[config.mk]
export PLATFORM = sky130hd
export DESIGN_NAME = rac_encoder
export DESIGN_NICKNAME = d
export VERILOG_FILES = /design/src/rtl/rac_pkg.sv /design/src/rtl/rac_bank_cache.sv /design/src/rtl/rac_beat_seq.sv /design/src/rtl/rac_encoder.sv
export SDC_FILE = /design/constraint.sdc
export NUM_CORES = 1
export LEC_CHECK = 0
export BUFFER_PORTS_ARGS = -buffer_cell sky130_fd_sc_hd__clkbuf_2
export CAP_MARGIN = 15
export CORE_MARGIN = 2
export CORE_UTILIZATION = 55
export DETAILED_ROUTE_END_ITERATION = 10
export PLACE_DENSITY_LB_ADDON = 0.3
export SLEW_MARGIN = 25
export SYNTH_ARGS = -nofsm -noshare
export SYNTH_HDL_FRONTEND = slang
export SYNTH_SLANG_ARGS = --single-unit
[constraint.sdc]
create_clock -name clk -period 5.7 [get_ports clk]
set_clock_uncertainty 0.15 [all_clocks]
set_input_delay 1.14 -clock clk [delete_from_list [all_inputs] [get_ports clk]]
set_output_delay 1.14 -clock clk [all_outputs]
set_load 0.02 [all_outputs]
[src/rtl/rac_pkg.sv]
package rac_pkg;
    localparam int ROW_W   = 18;
    localparam int LOW_W   = 11;
    localparam int CODE_W  = 5;
    localparam int SET_W   = 4;
    localparam int WAYS    = 2;
    localparam int MSP_W   = ROW_W - LOW_W;
    localparam int TAG_W   = MSP_W - SET_W;
    localparam int SETS    = 1 << SET_W;
    localparam int BEAT_W  = CODE_W + LOW_W;
    localparam logic [SET_W-1:0]  LAST_SET  = SET_W'(SETS - 1);
    localparam logic [CODE_W-1:0] MISS_CODE = '1;

    typedef struct packed {
        logic hit;
        logic way;
    } rac_look_t;

    typedef struct packed {
        logic [CODE_W-1:0] code;
        logic [LOW_W-1:0]  low;
    } rac_beat_t;

    function automatic logic [SET_W-1:0] row_set(input logic [ROW_W-1:0] row);
        return row[ROW_W-1 -: SET_W];
    endfunction

    function automatic logic [TAG_W-1:0] row_tag(input logic [ROW_W-1:0] row);
        return row[LOW_W +: TAG_W];
    endfunction

    function automatic logic [MSP_W-1:0] row_msp(input logic [ROW_W-1:0] row);
        return row[ROW_W-1 -: MSP_W];
    endfunction
endpackage

[src/rtl/rac_bank_cache.sv]
module rac_bank_cache
    import rac_pkg::*;
(
    input  logic             clk,
    input  logic             rst,
    input  logic [SET_W-1:0] lk_set,
    input  logic [TAG_W-1:0] lk_tag,
    output rac_look_t        look,
    input  logic             wr_en,
    input  logic [SET_W-1:0] wr_set,
    input  logic [TAG_W-1:0] wr_tag
);
    logic [SETS-1:0][WAYS-1:0]             vld_q;
    logic [SETS-1:0][WAYS-1:0][TAG_W-1:0]  tag_q;
    logic [SETS-1:0]                       ptr_q;

    logic hit0, hit1;
    logic fill_way;

    always_comb begin
        hit0 = vld_q[lk_set][0] && (tag_q[lk_set][0] == lk_tag);
        hit1 = vld_q[lk_set][1] && (tag_q[lk_set][1] == lk_tag)
               && (lk_set != LAST_SET);
        look.hit = hit0 || hit1;
        look.way = !hit0 && hit1;
    end

    assign fill_way = (wr_set == LAST_SET) ? 1'b0 : ptr_q[wr_set];

    always_ff @(posedge clk) begin
        if (rst) begin
            vld_q <= '0;
            tag_q <= '0;
            ptr_q <= '0;
        end else if (wr_en) begin
            vld_q[wr_set][fill_way] <= 1'b1;
            tag_q[wr_set][fill_way] <= wr_tag;
            if (wr_set != LAST_SET)
                ptr_q[wr_set] <= !ptr_q[wr_set];
        end
    end
endmodule

[src/rtl/rac_beat_seq.sv]
module rac_beat_seq
    import rac_pkg::*;
#(
    parameter int BANK_W = 2
) (
    input  logic              clk,
    input  logic              rst,
    input  logic              acc,
    input  rac_look_t         look,
    input  logic [ROW_W-1:0]  row,
    input  logic [BANK_W-1:0] bank,
    output logic              beat_valid,
    output rac_beat_t         beat,
    output logic              busy,
    output logic [BANK_W-1:0] pend_bank,
    output logic [MSP_W-1:0]  pend_msp
);
    always_ff @(posedge clk) begin
        if (rst) begin
            beat_valid <= 1'b0;
            busy       <= 1'b0;
            beat       <= '0;
            pend_bank  <= '0;
            pend_msp   <= '0;
        end else if (busy) begin
            beat_valid <= 1'b1;
            beat       <= rac_beat_t'({{(BEAT_W-MSP_W){1'b0}}, pend_msp});
            busy       <= 1'b0;
        end else if (acc) begin
            beat_valid <= 1'b1;
            beat.low   <= row[LOW_W-1:0];
            beat.code  <= look.hit ? {look.way, row_set(row)} : MISS_CODE;
            busy       <= !look.hit;
            pend_bank  <= bank;
            pend_msp   <= row_msp(row);
        end else begin
            beat_valid <= 1'b0;
        end
    end
endmodule

[src/rtl/rac_encoder.sv]
module rac_encoder
    import rac_pkg::*;
#(
    parameter int NUM_BANKS = 4,
    localparam int BANK_W   = (NUM_BANKS > 1) ? $clog2(NUM_BANKS) : 1
) (
    input  logic              clk,
    input  logic              rst,
    input  logic              req_valid,
    output logic              req_ready,
    input  logic [BANK_W-1:0] req_bank,
    input  logic [ROW_W-1:0]  req_row,
    output logic              beat_valid,
    output logic [BEAT_W-1:0] beat_data,
    output logic              busy
);
    rac_look_t         look [NUM_BANKS];
    rac_look_t         look_sel;
    rac_beat_t         beat;
    logic [BANK_W-1:0] pend_bank;
    logic [MSP_W-1:0]  pend_msp;
    logic              acc;

    assign req_ready = !busy;
    assign acc       = req_valid && req_ready;
    assign beat_data = beat;

    for (genvar b = 0; b < NUM_BANKS; b++) begin : g_bank
        rac_bank_cache u_cache (
            .clk    (clk),
            .rst    (rst),
            .lk_set (row_set(req_row)),
            .lk_tag (row_tag(req_row)),
            .look   (look[b]),
            .wr_en  (busy && (pend_bank == BANK_W'(b))),
            .wr_set (pend_msp[MSP_W-1 -: SET_W]),
            .wr_tag (pend_msp[TAG_W-1:0])
        );
    end

    always_comb begin
        look_sel = '0;
        for (int b = 0; b < NUM_BANKS; b++)
            if (req_bank == BANK_W'(b))
                look_sel = look[b];
    end

    rac_beat_seq #(.BANK_W(BANK_W)) u_seq (
        .clk        (clk),
        .rst        (rst),
        .acc        (acc),
        .look       (look_sel),
        .row        (req_row),
        .bank       (req_bank),
        .beat_valid (beat_valid),
        .beat       (beat),
        .busy       (busy),
        .pend_bank  (pend_bank),
        .pend_msp   (pend_msp)
    );
endmodule

==> results of run 1 <==
==> layout make-up <==
class / instances / area, µm² / area share [%]
well taps: 615 / 769 / 2.66
inverters: 70 / 263 / 0.908
flip-flops and latches: 599 / 12000 / 41.5
repair buffers: 80 / 589 / 2.04
clock buffers: 82 / 1740 / 6.00
multi-input cells: 1878 / 13100 / 45.4
clock inverters: 30 / 430 / 1.49
==> final timing paths <==
check	depth (start not counted)	to	startpoint
max	9	u_seq.beat[14]$_SDFFE_PP0P_	req_row[16]
min	2	g_bank[1].u_cache.vld_q[9]$_SDFFE_PP0P_	g_bank[1].u_cache.vld_q[9]$_SDFFE_PP0P_
max reg2reg	7	g_bank[0].u_cache.tag_q[25]$_SDFFE_PP0P_	u_seq.pend_msp[4]$_SDFFE_PP0P_
min reg2reg	2	g_bank[1].u_cache.vld_q[9]$_SDFFE_PP0P_	g_bank[1].u_cache.vld_q[9]$_SDFFE_PP0P_
==> kinds of logic after synthesis <==
kind of cell,Yosys count,share of synthesized area [%]
flip-flops,599,45.4
AO/OA/AOI/OAI,353,8.02
multiplexers,489,24.3
XOR/XNOR,26,0.862
buffers and inverters,290,4.92
AND/OR/NAND/NOR,1010,16.5
==> metal layers <==
| metal | part of all wire [%] | GRT usage, % | up-vias |
|---|---|---|---|
| met5 | 0 | 0 | - |
| met4 | 4.2 | 11.8 | 0 |
| met3 | 8.8 | 6.03 | 198 |
| met2 | 46 | 47.5 | 932 |
| met1 | 41 | 39.4 | 10000 |
| li1 | - | - | 9402 |
==> where the power goes <==
group	internal (mW)	total, mW	switching (mW)
sequential	4.20	4.26	0.0549
combinational	0.140	0.484	0.343
clock	2.59	4.30	1.71
==> synthesized netlist by cell type, types with 4 or more instances <==
master | instances | share of area [%]
a22oi_1 | 9 | 0.26
a211oi_1 | 38 | 1.1
buf_6 | 11 | 0.47
dfxtp_1 | 599 | 45
o21ai_0 | 42 | 0.80
buf_2 | 25 | 0.47
a221oi_1 | 5 | 0.17
mux2i_1 | 350 | 13
nor3_1 | 37 | 0.70
buf_1 | 29 | 0.41
mux4_1 | 4 | 0.40
nor2b_1 | 30 | 0.71
nand3_1 | 80 | 1.5
and3_1 | 6 | 0.14
nor2_2 | 12 | 0.28
o21a_1 | 7 | 0.20
nand2_1 | 232 | 3.3
and2_1 | 6 | 0.14
a21oi_1 | 201 | 3.8
nor2_1 | 547 | 7.8
mux2_2 | 20 | 0.85
mux4_2 | 115 | 9.8
xor2_1 | 6 | 0.20
nand2b_1 | 13 | 0.31
xnor2_1 | 20 | 0.66
o22ai_1 | 10 | 0.24
o31a_1 | 5 | 0.17
buf_4 | 10 | 0.28
nor3_2 | 29 | 1.1
a22o_1 | 8 | 0.27
clkbuf_1 | 141 | 2.0
inv_1 | 68 | 0.97
==> flip-flops by register name (all words and copies together), names as in the netlist <==
signal	cells
u_seq.beat	16
u_seq.beat_valid	1
u_seq.busy	1
g_bank.u_cache.ptr_q	64
u_seq.pend_msp	7
u_seq.pend_bank	2
g_bank.u_cache.tag_q	384
g_bank.u_cache.vld_q	124
==> worst max-delay path, cell delays in order <==
cell and delay (ns):
buf_4 0.71, mux2i_1 0.34, a22o_1 0.30, a221oi_1 0.61, o21ai_0 0.21, xnor2_1 0.17
o311a_1 0.40, or4_4 0.46, o31a_1 0.26
==> metrics.txt, run 1 <==
required time of the critical path=6.07 ns; via-per-instance ratio=6.13; CTS tree=yes; pre-CTS WS=0.841 ns; CORE AREA=47500 µm²; cell row count=80; Clock Pin Slew Worst Setup and Hold Paths=0.06 ns; final setup violation count=0; maximum fanout along the worst path=58; Post-CTS Setup Bufs=0; final hold viol count=0; Post-synth EDFFs=0; layout cells sized above 1=13.8%; Mapped Nets=2790; largest net degree at the start of global routing=142; Finished Core Util=60.9%; Ant. Diodes=0; initial DRC count=2254; area grow syn2layout=9.51%; number of nets in the layout=2712; post-placement cell area=26800 µm²; most common cell after layout, fill and taps aside=dfxtp_1; number of remaining DRC errors=0; Total Routing Usage GR=29.6%; clk_lat worst skew=0.64 ns; kind of end point of the critical path=register; fillcell total=3891; HP Class=reg -> reg; initial antenna violation count=0; CTS H-tree lvls=2; status=finished clean; setup ws final=1.39 ns; drt pass-1 iters=6; Power Density=312 nW/µm²; Final Instance Area=28900 µm²; main flop type after synthesis=dfxtp_1; Yosys reg bits=599; Worst Tran Pin Value=1.06 ns; clk root buf=clkbuf_16; kind of critical path=in -> reg; sequential area share after synthesis=45.4%; placed cell count=3242; Mean Syn Cell Area=9.55 µm²; routed wire length=74.4 mm; Remaining Overflow, GRT=0; post-route minimum period=4.31 ns; Port-buffer cells=41; RSZ-0062 raised after global routing=false; TNS Setup=0 ns; synthesized area=26400 µm²; DIE AREA=49800 µm²; FMAX=232 MHz; max_cap viols=0; Leak=10.7 nW; r2r setup slk=1.44 ns; mean routed wirelength per cell=22.2 µm; Ports=42; height of the die=223 µm; Worst slew margin=28.8%; Final ANT Viol Nets=0; worst endpoint data arrival time=4.68 ns; first-pass GRT wire length=116 mm; Sink Count=599; total CTS buffers=60; cts hold-fix bufs=0; Die Wd=223 µm; leading cell types in the layout, fill and taps excluded=dfxtp_1 (594), nor2_1 (546), mux2i_1 (350); Final Cycle Share=75.5%; YS warnings=0; vias=20600; Yosys cell types=63; Worst Setup Start Kind=input pin; HPWL after DPL=48.8 mm; GP Congestion=0.907; Max Slew Vio Count=0; number of global-route vias before repair=19900; peak supply drop=0.000260 V; hold slack=0.296 ns; final instance count without filler cells=3354; Longest Clk Path Bufs=3; Power Total=9.04 mW; post-CTS sizing=0; async set-or-reset flop fraction in the synthesized netlist=0%; starting density of the core=55.6%; cells after synthesis=2767
(Power assumes the default switching activity.)
==> inputs of run 2 (changes only) <==
--- a/config.mk
+++ b/config.mk
@@ -5,6 +5,7 @@
 export SDC_FILE = /design/constraint.sdc
 export NUM_CORES = 1
 export LEC_CHECK = 0
+export ABC_AREA = 1
 export BUFFER_PORTS_ARGS = -buffer_cell sky130_fd_sc_hd__clkbuf_2
 export CAP_MARGIN = 15
 export CORE_MARGIN = 2
==> constraint.sdc (replaced) <==
create_clock -name clk -period 4.4 [get_ports clk]
set_clock_uncertainty 0.15 [all_clocks]
set_input_delay 0.88 -clock clk [delete_from_list [all_inputs] [get_ports clk]]
set_output_delay 0.88 -clock clk [all_outputs]
set_load 0.02 [all_outputs]
==> run 2 against run 1 <==
Compared with the run above: critical path type is now reg -> reg; highest routed layer unchanged; power increased by 29%; sequential cell count increased by 1; die area decreased by 0.27%.
==> metrics.txt, run 2 <==
kind of end point of the critical path=register; FF-to-FF path depth=9 (+2); Total Routing Usage GR=30.4% (+0.82 points); async set-or-reset flop fraction in the synthesized netlist=0% (unchanged); largest net degree at the start of global routing=192 (+35%); final hold viol count=0 (unchanged); Max Slew Vio Count=0 (unchanged); synthesized area=26300 µm² (-0.27%); r2r setup slk=0.96 ns (-0.48 ns); Internal=8.66 mW (+25%); peak supply drop=0.000332 V (+27%); Post-synth EDFFs=0 (unchanged); fillcell total=4363 (+12%); clk root buf=clkbuf_16; largest cells by area after synthesis=dfxtp_1 (46%), nand2_1 (9.8%), o21ai_0 (9.6%), nor2_1 (9.1%), a21oi_1 (7.8%); Ports=42 (unchanged); TNS Setup=0 ns (unchanged); Remaining Overflow, GRT=0 (unchanged); Top Registers=g_bank.u_cache.tag_q (384), g_bank.u_cache.vld_q (125), g_bank.u_cache.ptr_q (64); Final Instance Area=28700 µm² (-0.76%); drt pass-1 iters=6 (unchanged); cell row count=80 (unchanged); main flop type after synthesis=dfxtp_1; status=finished clean; count leader, synth=nand2_1; initial antenna violation count=1 (+1); required time of the critical path=4.72 ns (-1.35 ns); hold path endpoint=g_bank[2].u_cache.tag_q[95]$_SDFFE_PP0P_; Final Cycle Share=78.3%; sequential area share after synthesis=45.6% (+0.20 points); Worst Tran Pin Value=1.28 ns (+0.215 ns); Power Density=406 nW/µm² (+30%); Clock Pin Slew Worst Setup and Hold Paths=0.06 ns (about the same); part of the power in the clock network=44.6% (-3.0 points); Worst slew margin=14.8% (-14 points); max reg flops=384 (unchanged); area grow syn2layout=8.97%; post-placement cell area=26700 µm² (-0.17%); Port-buffer cells=41 (unchanged); Logic pwr share=8.3% (+3.0 points); Sink Count=600 (+0.17%); leading area contributor after synthesis=dfxtp_1; Post-CTS Setup Bufs=0 (unchanged); cells after synthesis=3831 (+38%); Worst Setup Start Kind=register; HPWL after DPL=46.1 mm (-5.4%); FMAX=290 MHz; RSZ-0062 raised after global routing=false; Leak=11.6 nW (+8.3%); Hold Path Stages=2 (unchanged); Power Total=11.7 mW (+29%); most common cell after layout, fill and taps aside=nand2_1; Final ANT Viol Nets=0 (unchanged); Longest Clk Path Bufs=3 (unchanged); worst endpoint data arrival time=3.77 ns (-0.91 ns); CTS tree=yes; Reg with most FFs=g_bank.u_cache.tag_q; worst r2r src=u_seq.pend_msp[3]$_SDFFE_PP0P_; Sw Pwr=3.01 mW (+43%); FF-to-FF End=g_bank[3].u_cache.tag_q[39]$_SDFFE_PP0P_; Die Wd=223 µm (-0.14%); mean routed wirelength per cell=17.4 µm (-22%); leading cell types in the layout, fill and taps excluded=nand2_1 (688), nor2_1 (638), dfxtp_1 (600); HP Class=reg -> reg; first-pass GRT wire length=122 mm (+5.8%); Yosys cell types=29 (-54%); number of nets in the layout=3768 (+39%); maximum fanout along the worst path=20 (-66%); height of the die=223 µm (-0.14%); DIE AREA=49700 µm² (-0.27%); clk_lat worst skew=0.65 ns (about the same); cts hold-fix bufs=0 (unchanged); post-route minimum period=3.44 ns; synth cell count leaders=nand2_1 (688), nor2_1 (639), dfxtp_1 (600); hold slack=0.280 ns (-0.0166 ns); max_cap viols=0 (unchanged); starting density of the core=55.4% (-0.15 points); HP Start=g_bank[2].u_cache.tag_q[95]$_SDFFE_PP0P_; YS warnings=0 (unchanged); total CTS buffers=61 (+1.7%); post-CTS sizing=0 (unchanged); routed wire length=76.6 mm (+3.0%); CTS H-tree lvls=2 (unchanged); number of global-route vias before repair=22800 (+15%); via-per-instance ratio=5.58 (-8.9%); register share of total power=47.1% (about the same); Mapped Nets=3854 (+38%); layout cells sized above 1=6.43% (-7.3 points); number of remaining DRC errors=0 (unchanged); share of the synthesized area in the top cell type=45.6% (+0.20 points); Yosys reg bits=600 (+0.17%); Mean Syn Cell Area=6.88 µm² (-28%); GP Congestion=0.881 (-2.8%); CORE AREA=47500 µm² (unchanged); final setup violation count=0 (unchanged); vias=24600 (+20%); initial DRC count=2604 (+16%); kind of critical path=reg -> reg; sw frac=25.8% (+2.4 points)
run 2: cell count changes in the layout (fill, tap and decap cells not counted), moves of 27 or more:
cell,change
inv_1,+294
nor3_2,-27
nor3_1,-30
mux2i_1,-350
mux4_2,-115
nand2_1,+456
nand3_1,+127
a21oi_1,+210
o21ai_0,+461
nor2b_1,-29
nor2_1,+92
run 2: layout make-up:
type	count	area [µm²]	area share [%]
Sequential cell	600	12000	41.8
Multi-Input combinational cell	2622	11900	41.3
Clock buffer	91	1780	6.20
Inverter	381	1460	5.07
Tap cell	615	769	2.68
Timing Repair Buffer	79	622	2.17
Clock inverter	19	208	0.723
Antenna cell	2	5.00	0.0174
run 2: worst max-delay path by stage:
stage                                   startpoint                                  endpoint  slack [ns]
floorplan                              req_row[14]               u_seq.beat[14]$_SDFFE_PP0P_        1.83
global placement                       req_row[14]               u_seq.beat[15]$_SDFFE_PP0P_        1.04
detailed placement                     req_row[14]                     u_seq.busy$_SDFF_PP0_        0.97
CTS                 u_seq.pend_msp[4]$_SDFFE_PP0P_  g_bank[3].u_cache.tag_q[39]$_SDFFE_PP0P_        1.01
global route        u_seq.pend_msp[3]$_SDFFE_PP0P_  g_bank[3].u_cache.tag_q[45]$_SDFFE_PP0P_        0.64
finish              u_seq.pend_msp[3]$_SDFFE_PP0P_  g_bank[3].u_cache.tag_q[39]$_SDFFE_PP0P_        0.96
run 2: logic make-up (layout without fill, tap and decap cells):
| kind of cell | Yosys count | count (layout) | share of synthesized area [%] |
|---|---|---|---|
| simple gates | 1597 | 1597 | 24.8 |
| compound gates | 1025 | 1025 | 20.2 |
| buf+inv | 609 | 570 | 9.40 |
| flops | 600 | 600 | 45.6 |
| other cells | 0 | 2 | 0 |
run 2: layer usage:
layer / part of all wire (%) / GRT usage, % / vias up
li1: - / - / 12200
met5: 0 / 0 / -
met3: 7.7 / 5.29 / 224
met4: 4.3 / 13.8 / 0
met2: 45 / 48.6 / 881
met1: 43 / 40.4 / 11300
run 2: per-stage QoR:
step / std cells / setup WS [ns] / util (%)
floorplan: 3831 / 1.83 / -
global placement: 4297 / 1.04 / 56.2
detailed placement: 4297 / 0.971 / 56.2
CTS: 4407 / 1.01 / 60.4
global route: 4408 / 0.638 / 60.4
finish: 4409 / 0.955 / 60.4
run 2: critical path: stages (launching register included):
cell and delay, ns:
dfxtp_1 0.36, inv_2 0.08, nand2_1 0.70, o22ai_1 0.14
o21ai_0 0.24, nand4_1 0.44, inv_1 0.55, nor2_1 0.26
o21ai_0 0.28, a21oi_1 0.07
run 2: power by group through the flow:
| stage | sequential, mW | clock (mW) | combinational, mW |
|---|---|---|---|
| 6_report | 5.50 | 5.20 | 0.967 |
| 2_1_floorplan | 5.62 | 0 | 0.657 |
| 5_1_grt | 5.50 | 5.46 | 1.05 |
| 3_3_place_gp | 5.61 | 0 | 0.938 |
| 4_1_cts | 5.49 | 5.25 | 0.948 |
| 3_5_place_dp | 5.61 | 0 | 0.944 |
